`config.mk`:
```
export PLATFORM = sky130hd
export DESIGN_NAME = pv_track_ctrl
export DESIGN_NICKNAME = d
export VERILOG_FILES = /design/src/rtl/pv_pkg.sv /design/src/rtl/pv_prescale.sv /design/src/rtl/pv_inhibit.sv /design/src/rtl/pv_decay_timer.sv /design/src/rtl/pv_track_ctrl.sv
export SDC_FILE = /design/constraint.sdc
export NUM_CORES = 1
export LEC_CHECK = 0
export ABC_AREA = 1
export BUFFER_PORTS_ARGS = -buffer_cell sky130_fd_sc_hd__clkbuf_2
export CAP_MARGIN = 20
export CORE_ASPECT_RATIO = 1.2
export CORE_MARGIN = 2
export CORE_UTILIZATION = 28
export DETAILED_ROUTE_END_ITERATION = 8
export PLACE_DENSITY = 0.53
export SLEW_MARGIN = 20
export SYNTH_ARGS = -nofsm -noshare
export SYNTH_HDL_FRONTEND = slang
export SYNTH_SLANG_ARGS = --single-unit
```
`constraint.sdc`:
```
create_clock -name clk -period 4.4 [get_ports clk]
set_input_delay 0 -clock clk [delete_from_list [all_inputs] [get_ports clk]]
set_output_delay 0 -clock clk [all_outputs]
set_load 0.02 [all_outputs]
```
`src/rtl/pv_pkg.sv`:
```
package pv_pkg;

    typedef enum logic [1:0] {
        MODE_OFF  = 2'd0,
        MODE_HOLD = 2'd1,
        MODE_SLOW = 2'd2,
        MODE_FAST = 2'd3
    } pv_mode_e;

    localparam int TRACKERS = 2;
    localparam int IDX_PEAK = 0;
    localparam int IDX_VALLEY = 1;

endpackage

```
`src/rtl/pv_prescale.sv`:
```
module pv_prescale #(
    parameter int SLOW_DIV = 8,
    parameter int FAST_DIV = 1
) (
    input  logic clk,
    input  logic rst,
    input  logic run,
    input  logic clear,
    input  logic fast,
    output logic tick
);
    localparam int MAX_DIV = (SLOW_DIV > FAST_DIV) ? SLOW_DIV : FAST_DIV;
    localparam int CNT_W = (MAX_DIV > 1) ? $clog2(MAX_DIV + 1) : 1;

    logic [CNT_W-1:0] cnt_d, cnt_q;
    logic [CNT_W-1:0] limit;

    always_comb begin
        limit = fast ? CNT_W'(FAST_DIV - 1) : CNT_W'(SLOW_DIV - 1);
        tick  = 1'b0;
        cnt_d = cnt_q;
        if (clear) begin
            cnt_d = '0;
        end else if (run) begin
            if (cnt_q >= limit) begin
                tick  = 1'b1;
                cnt_d = '0;
            end else begin
                cnt_d = cnt_q + CNT_W'(1);
            end
        end
    end

    always_ff @(posedge clk) begin
        if (rst) cnt_q <= '0;
        else     cnt_q <= cnt_d;
    end
endmodule

```
`src/rtl/pv_inhibit.sv`:
```
module pv_inhibit #(
    parameter int INH_ATTACK = 1,
    parameter int INH_DECAY  = 40
) (
    input  logic clk,
    input  logic rst,
    input  logic run,
    input  logic clear,
    input  logic attack_ev,
    input  logic decay_ev,
    output logic expired
);
    localparam int MAX_INH = (INH_ATTACK > INH_DECAY) ? INH_ATTACK : INH_DECAY;
    localparam int CNT_W = (MAX_INH > 1) ? $clog2(MAX_INH + 1) : 1;

    logic [CNT_W-1:0] cnt_d, cnt_q;

    assign expired = (cnt_q == '0);

    always_comb begin
        cnt_d = cnt_q;
        if (clear) begin
            cnt_d = '0;
        end else if (run) begin
            if (attack_ev)       cnt_d = CNT_W'(INH_ATTACK);
            else if (decay_ev)   cnt_d = CNT_W'(INH_DECAY);
            else if (!expired)   cnt_d = cnt_q - CNT_W'(1);
        end
    end

    always_ff @(posedge clk) begin
        if (rst) cnt_q <= '0;
        else     cnt_q <= cnt_d;
    end
endmodule

```
`src/rtl/pv_decay_timer.sv`:
```
module pv_decay_timer #(
    parameter int DECAY_DIV = 64
) (
    input  logic clk,
    input  logic rst,
    input  logic run,
    input  logic clear,
    input  logic gate,
    input  logic req,
    output logic fire
);
    localparam int CNT_W = (DECAY_DIV > 1) ? $clog2(DECAY_DIV + 1) : 1;
    localparam logic [CNT_W-1:0] LAST = CNT_W'(DECAY_DIV - 1);

    logic [CNT_W-1:0] cnt_d, cnt_q;

    always_comb begin
        fire  = 1'b0;
        cnt_d = cnt_q;
        if (clear) begin
            cnt_d = '0;
        end else if (run) begin
            if (req) begin
                cnt_d = '0;
            end else if (gate) begin
                if (cnt_q >= LAST) begin
                    fire  = 1'b1;
                    cnt_d = '0;
                end else begin
                    cnt_d = cnt_q + CNT_W'(1);
                end
            end
        end
    end

    always_ff @(posedge clk) begin
        if (rst) cnt_q <= '0;
        else     cnt_q <= cnt_d;
    end
endmodule

```
`src/rtl/pv_track_ctrl.sv`:
```
module pv_track_ctrl
    import pv_pkg::*;
#(
    parameter int CODE_W     = 8,
    parameter int SLOW_DIV   = 8,
    parameter int FAST_DIV   = 1,
    parameter int DECAY_DIV  = 64,
    parameter int INH_ATTACK = 1,
    parameter int INH_DECAY  = 40
) (
    input  logic              clk,
    input  logic              rst,
    input  logic [1:0]        mode,
    input  logic              peak_above,
    input  logic              valley_below,
    output logic [CODE_W-1:0] peak_code,
    output logic [CODE_W-1:0] valley_code
);
    localparam logic [CODE_W-1:0] CODE_MAX   = {CODE_W{1'b1}};
    localparam logic [CODE_W-1:0] PEAK_INIT  = CODE_W'(1) << (CODE_W - 1);
    localparam logic [CODE_W-1:0] VALLEY_INIT = PEAK_INIT - CODE_W'(1);

    typedef struct packed {
        logic [CODE_W-1:0] peak;
        logic [CODE_W-1:0] valley;
    } codes_t;

    codes_t   st_d, st_q;
    pv_mode_e mode_e;
    logic     run, clear, fast;
    logic     atk_tick, inh_expired;
    logic     pk_atk, vl_atk, pk_dec, vl_dec;
    logic     attack_ev, decay_ev;
    logic [TRACKERS-1:0] dec_req, dec_fire;
    logic [CODE_W:0] vl_raised, pk_floor;

    assign mode_e = pv_mode_e'(mode);
    assign run    = (mode_e == MODE_SLOW) || (mode_e == MODE_FAST);
    assign clear  = (mode_e == MODE_OFF);
    assign fast   = (mode_e == MODE_FAST);

    pv_prescale #(
        .SLOW_DIV(SLOW_DIV),
        .FAST_DIV(FAST_DIV)
    ) u_prescale (
        .clk(clk), .rst(rst), .run(run), .clear(clear),
        .fast(fast), .tick(atk_tick)
    );

    pv_inhibit #(
        .INH_ATTACK(INH_ATTACK),
        .INH_DECAY(INH_DECAY)
    ) u_inhibit (
        .clk(clk), .rst(rst), .run(run), .clear(clear),
        .attack_ev(attack_ev), .decay_ev(decay_ev),
        .expired(inh_expired)
    );

    assign dec_req[IDX_PEAK]   = peak_above;
    assign dec_req[IDX_VALLEY] = valley_below;

    for (genvar g = 0; g < TRACKERS; g++) begin : g_decay
        pv_decay_timer #(
            .DECAY_DIV(DECAY_DIV)
        ) u_timer (
            .clk(clk), .rst(rst), .run(run), .clear(clear),
            .gate(inh_expired), .req(dec_req[g]), .fire(dec_fire[g])
        );
    end

    always_comb begin
        pk_atk = run && atk_tick && inh_expired && peak_above
                 && (st_q.peak != CODE_MAX);
        vl_atk = run && atk_tick && inh_expired && valley_below
                 && (st_q.valley != '0);

        // peak may only decay while strictly above the valley
        pk_dec = dec_fire[IDX_PEAK] && (st_q.peak > st_q.valley);

        // valley may only rise up to the peak's value after its own step
        vl_raised = {1'b0, st_q.valley} + (CODE_W+1)'(1);
        pk_floor  = {1'b0, st_q.peak} - (CODE_W+1)'(pk_dec);
        vl_dec    = dec_fire[IDX_VALLEY] && (vl_raised <= pk_floor);

        attack_ev = pk_atk || vl_atk;
        decay_ev  = |dec_fire;

        st_d = st_q;
        if (pk_atk)      st_d.peak = st_q.peak + CODE_W'(1);
        else if (pk_dec) st_d.peak = st_q.peak - CODE_W'(1);
        if (vl_atk)      st_d.valley = st_q.valley - CODE_W'(1);
        else if (vl_dec) st_d.valley = st_q.valley + CODE_W'(1);
    end

    always_ff @(posedge clk) begin
        if (rst) begin
            st_q.peak   <= PEAK_INIT;
            st_q.valley <= VALLEY_INIT;
        end else begin
            st_q <= st_d;
        end
    end

    assign peak_code   = st_q.peak;
    assign valley_code = st_q.valley;
endmodule

```
==> impl_metrics.csv <==
group,metric,value,unit
logic_synthesis,synth_nets,543,
logic_synthesis,synth_ff_type,"dfxtp_1",
cts,cts_buffer_depth,2,
pwr,power_density,464,nW/um^2
timing,skew,10.7,ps
timing,finalCritPeriodShare,83.5,%
cells_and_area,area_growth,14.4,%
cts,post_cts_buffers,0,
global_route,grt_usage,12.9,%
cts,cts_tree,"done",
drt,drt_iter0_drc,114,
logic_synthesis,synth.distinct_cells,33,
min_path,holdCritPathClass,"input pin to flop",
worst_setup_path,crit_type,"flop to flop",
drt,drc,0,
logic_synthesis,yosysTopAreaCell,"dfxtp_1",
worst_setup_path,worstPathMaxFanout,13,
placed_design,hpwl,6.32,mm
cells_and_area,final_util,32.9,%
timing,rsz0062_at_grt,"no",
pwr,irDropWorstVdd,0.000171,V
timing,timing.fmax,272,MHz
cells_and_area,fin_nets,571,
cts,clk_pin_slew,70,ps
logic_synthesis,seq_area_frac_synth,24.1,%
cts,cts_buffers,5,
timing,finalMaxSlewViolations,0,
floorplanning,die_area,12800,um^2
global_route,antenna_found_initial,0,
drt,wirelength,7.70,mm
logic_synthesis,ys_warn_count,0,
min_path,hold_start,"valley_below",
timing,fin_crit,3670,ps
floorplanning,coreArea,11600,um^2
global_route,gr-total-overflow,0,
cts,insertion_delay,290,ps
drt,drt-vias-per-instance,4.58,
logic_synthesis,yosys-top-cells-area,"dfxtp_1 24%, ha_1 15%, nand2_1 12%",
global_route,grt_max_degree,16,
drt,vias,3119,
global_route,grt_pass1_wl,13.6,mm
floorplanning,initial_utilization,28.8,%
floorplanning,die_w,104,um
worst_setup_path,cp_data_arrival_time,3840,ps
cells_and_area,layout-drive-gt1-share,11.3,%
worst_setup_path,timing.rr.start,"valley_code[1]$_SDFFE_PP1P_",
drt,post_drt_wl_per_cell,11.3,um
job,maxCapViolCount,0,
timing,tns,0,ps
cells_and_area,num_antenna_cells,0,
floorplanning,dieHeight,123,um
cts,cts-htree-levels,2,
logic_synthesis,synth_edf_count,0,
drt,ant_nets,0,
logic_synthesis,yosysMostFrequentCell,"nand2_1",
pwr,p_leak,1.94,nW
logic_synthesis,async_reset_ff_share,0,%
run_status,status,"finished clean",
placed_design,portBuffers,21,
worst_setup_path,start_kind,"flop",
worst_setup_path,required,4570,ps
global_route,grt_pass1_vias,2994,
timing,slew_headroom,64.6,%
drt,firstDrtPassIters,4,
timing,setup-violations-final,0,
cts,cts_sinks,40,
logic_synthesis,netlist_instances,495,
logic_synthesis,syn_area,3330,um^2
placed_design,finalWeightedCongestion,0.881,
worst_setup_path,crit_start,"valley_code[1]$_SDFFE_PP1P_",
floorplanning,ios,22,
logic_synthesis,syn_avg_cell_area,6.73,um^2
logic_synthesis,synthTopCellsByCount,"110 x nand2_1, 76 x inv_1, 55 x nor2_1, 40 x dfxtp_1, 40 x ha_1",
floorplanning,fp-row-count,43,
worst_setup_path,critPathCaptureType,"flop",
logic_synthesis,synth_top_cell_area_share,24.1,%
cts,cts-root-buf,"clkbuf_16",
worst_setup_path,r2r_slack,730,ps
timing,worst_slew_pin_slew,531,ps
timing,final_hold_viol_count,0,
logic_synthesis,ys_ff_latch,40,
-- state kept, by name, indices dropped and copies added (netlist names) --
name,cells
u_prescale.cnt_q,4
peak_code,8
g_decay.u_timer.cnt_q,14
valley_code,8
u_inhibit.cnt_q,6
-- cells by family (layout without fill, tap and decap cells) --
| group | Yosys count | in the layout | share of synthesized area [%] |
|---|---|---|---|
| xor+xnor | 23 | 23 | 6.05 |
| compound gates | 68 | 68 | 11.8 |
| flops | 40 | 40 | 24.1 |
| buf+inv | 82 | 111 | 9.55 |
| simple gates | 240 | 240 | 32.3 |
| fa+ha+maj | 42 | 42 | 16.2 |
-- worst max-delay path, stage by stage, from the launching register on --
cell      delay (ps)
dfxtp_1          400
inv_1            150
ha_1             320
a21oi_1          160
o21ai_0          100
nand2_1           70
nand3_1          130
nand2_4          130
inv_1             50
ha_1             200
ha_1             230
nand4_1          130
xor2_1           170
inv_1             60
ha_1             300
nand2_1           60
nor2_1           130
nand3b_1         110
nand3_1           90
nand2_1           80
nand2_2           80
nand2_2          150
a21oi_1          170
o21ai_0           90
-- final timing paths --
kind / to / cells after the start
setup reg to reg: valley_code[0]$_SDFFE_PP1P_ / 23
hold / removal: g_decay[1].u_timer.cnt_q[3]$_SDFFE_PP0P_ / 4
setup / recovery: valley_code[0]$_SDFFE_PP1P_ / 23
hold reg to reg: g_decay[0].u_timer.cnt_q[5]$_SDFFE_PP0P_ / 2
-- power breakdown --
group          internal, mW  switching, mW  leakage [nW]  total, mW
sequential            0.409         0.0555         0.324      0.465
clock                 0.270          0.155        0.0840      0.424
combinational         0.338          0.541          1.53      0.879
-- through the flow --
step	hold WS, ps	setup slack, ps	area, um^2	cells	total power, mW
2_1_floorplan	99.7	1060	3330	495	1.17
3_3_place_gp	239	808	3620	672	1.34
3_5_place_dp	246	727	3620	672	1.35
4_1_cts	111	706	3810	681	1.79
5_1_grt	142	289	3810	681	1.94
6_report	117	725	3810	681	1.77
-- routing by layer --
| metal | up-vias | share of wire, % | wire, um | global-route usage [%] |
|---|---|---|---|---|
| met2 | 47 | 47 | 3600 | 23.4 |
| met3 | 10 | 3.6 | 277 | 2.42 |
| met1 | 1392 | 48 | 3670 | 15.5 |
| li1 | 1670 | - | - | - |
| met4 | 0 | 1.9 | 144 | 4.14 |
| met5 | - | 0 | 0 | 0 |
-- layout by cell type, fill, tap and decap left out --
cell type,n
a211oi_1,2
a21o_1,1
a21oi_1,36
a21oi_2,3
buf_4,2
bufinv_16,1
clkbuf_16,5
clkbuf_2,21
clkinv_4,2
dfxtp_1,40
dlygate4sd3_1,1
fa_1,2
ha_1,40
inv_1,76
inv_2,3
nand2_1,110
nand2_2,3
nand2_4,2
nand3_1,39
nand3_2,2
nand3_4,1
nand3b_1,3
nand4_1,7
nand4_2,1
nor2_1,55
nor2_2,6
nor2_4,1
nor3_1,6
o211ai_1,8
o21ai_0,11
o21ai_1,2
o21ai_2,2
o21bai_1,2
o22ai_1,1
or2_2,4
xnor2_1,4
xor2_1,19
-- cell type report --
cell class                      count  area [um^2]
Fill cell                        1267         7760
Multi-Input combinational cell    373         2210
Sequential cell                    40          801
Inverter                           79          297
Tap cell                          157          196
Timing Repair Buffer               24          130
Clock buffer                        5          125
Clock inverter                      3         47.5
-- repair_timing --
item | 4_1_cts | 5_1_grt
endpoints found under the hold margin | 2 | 0
resized for setup | 0 | 0
hold buffers | 1 | 0
Note: power is estimated with default switching activity, not from simulation.
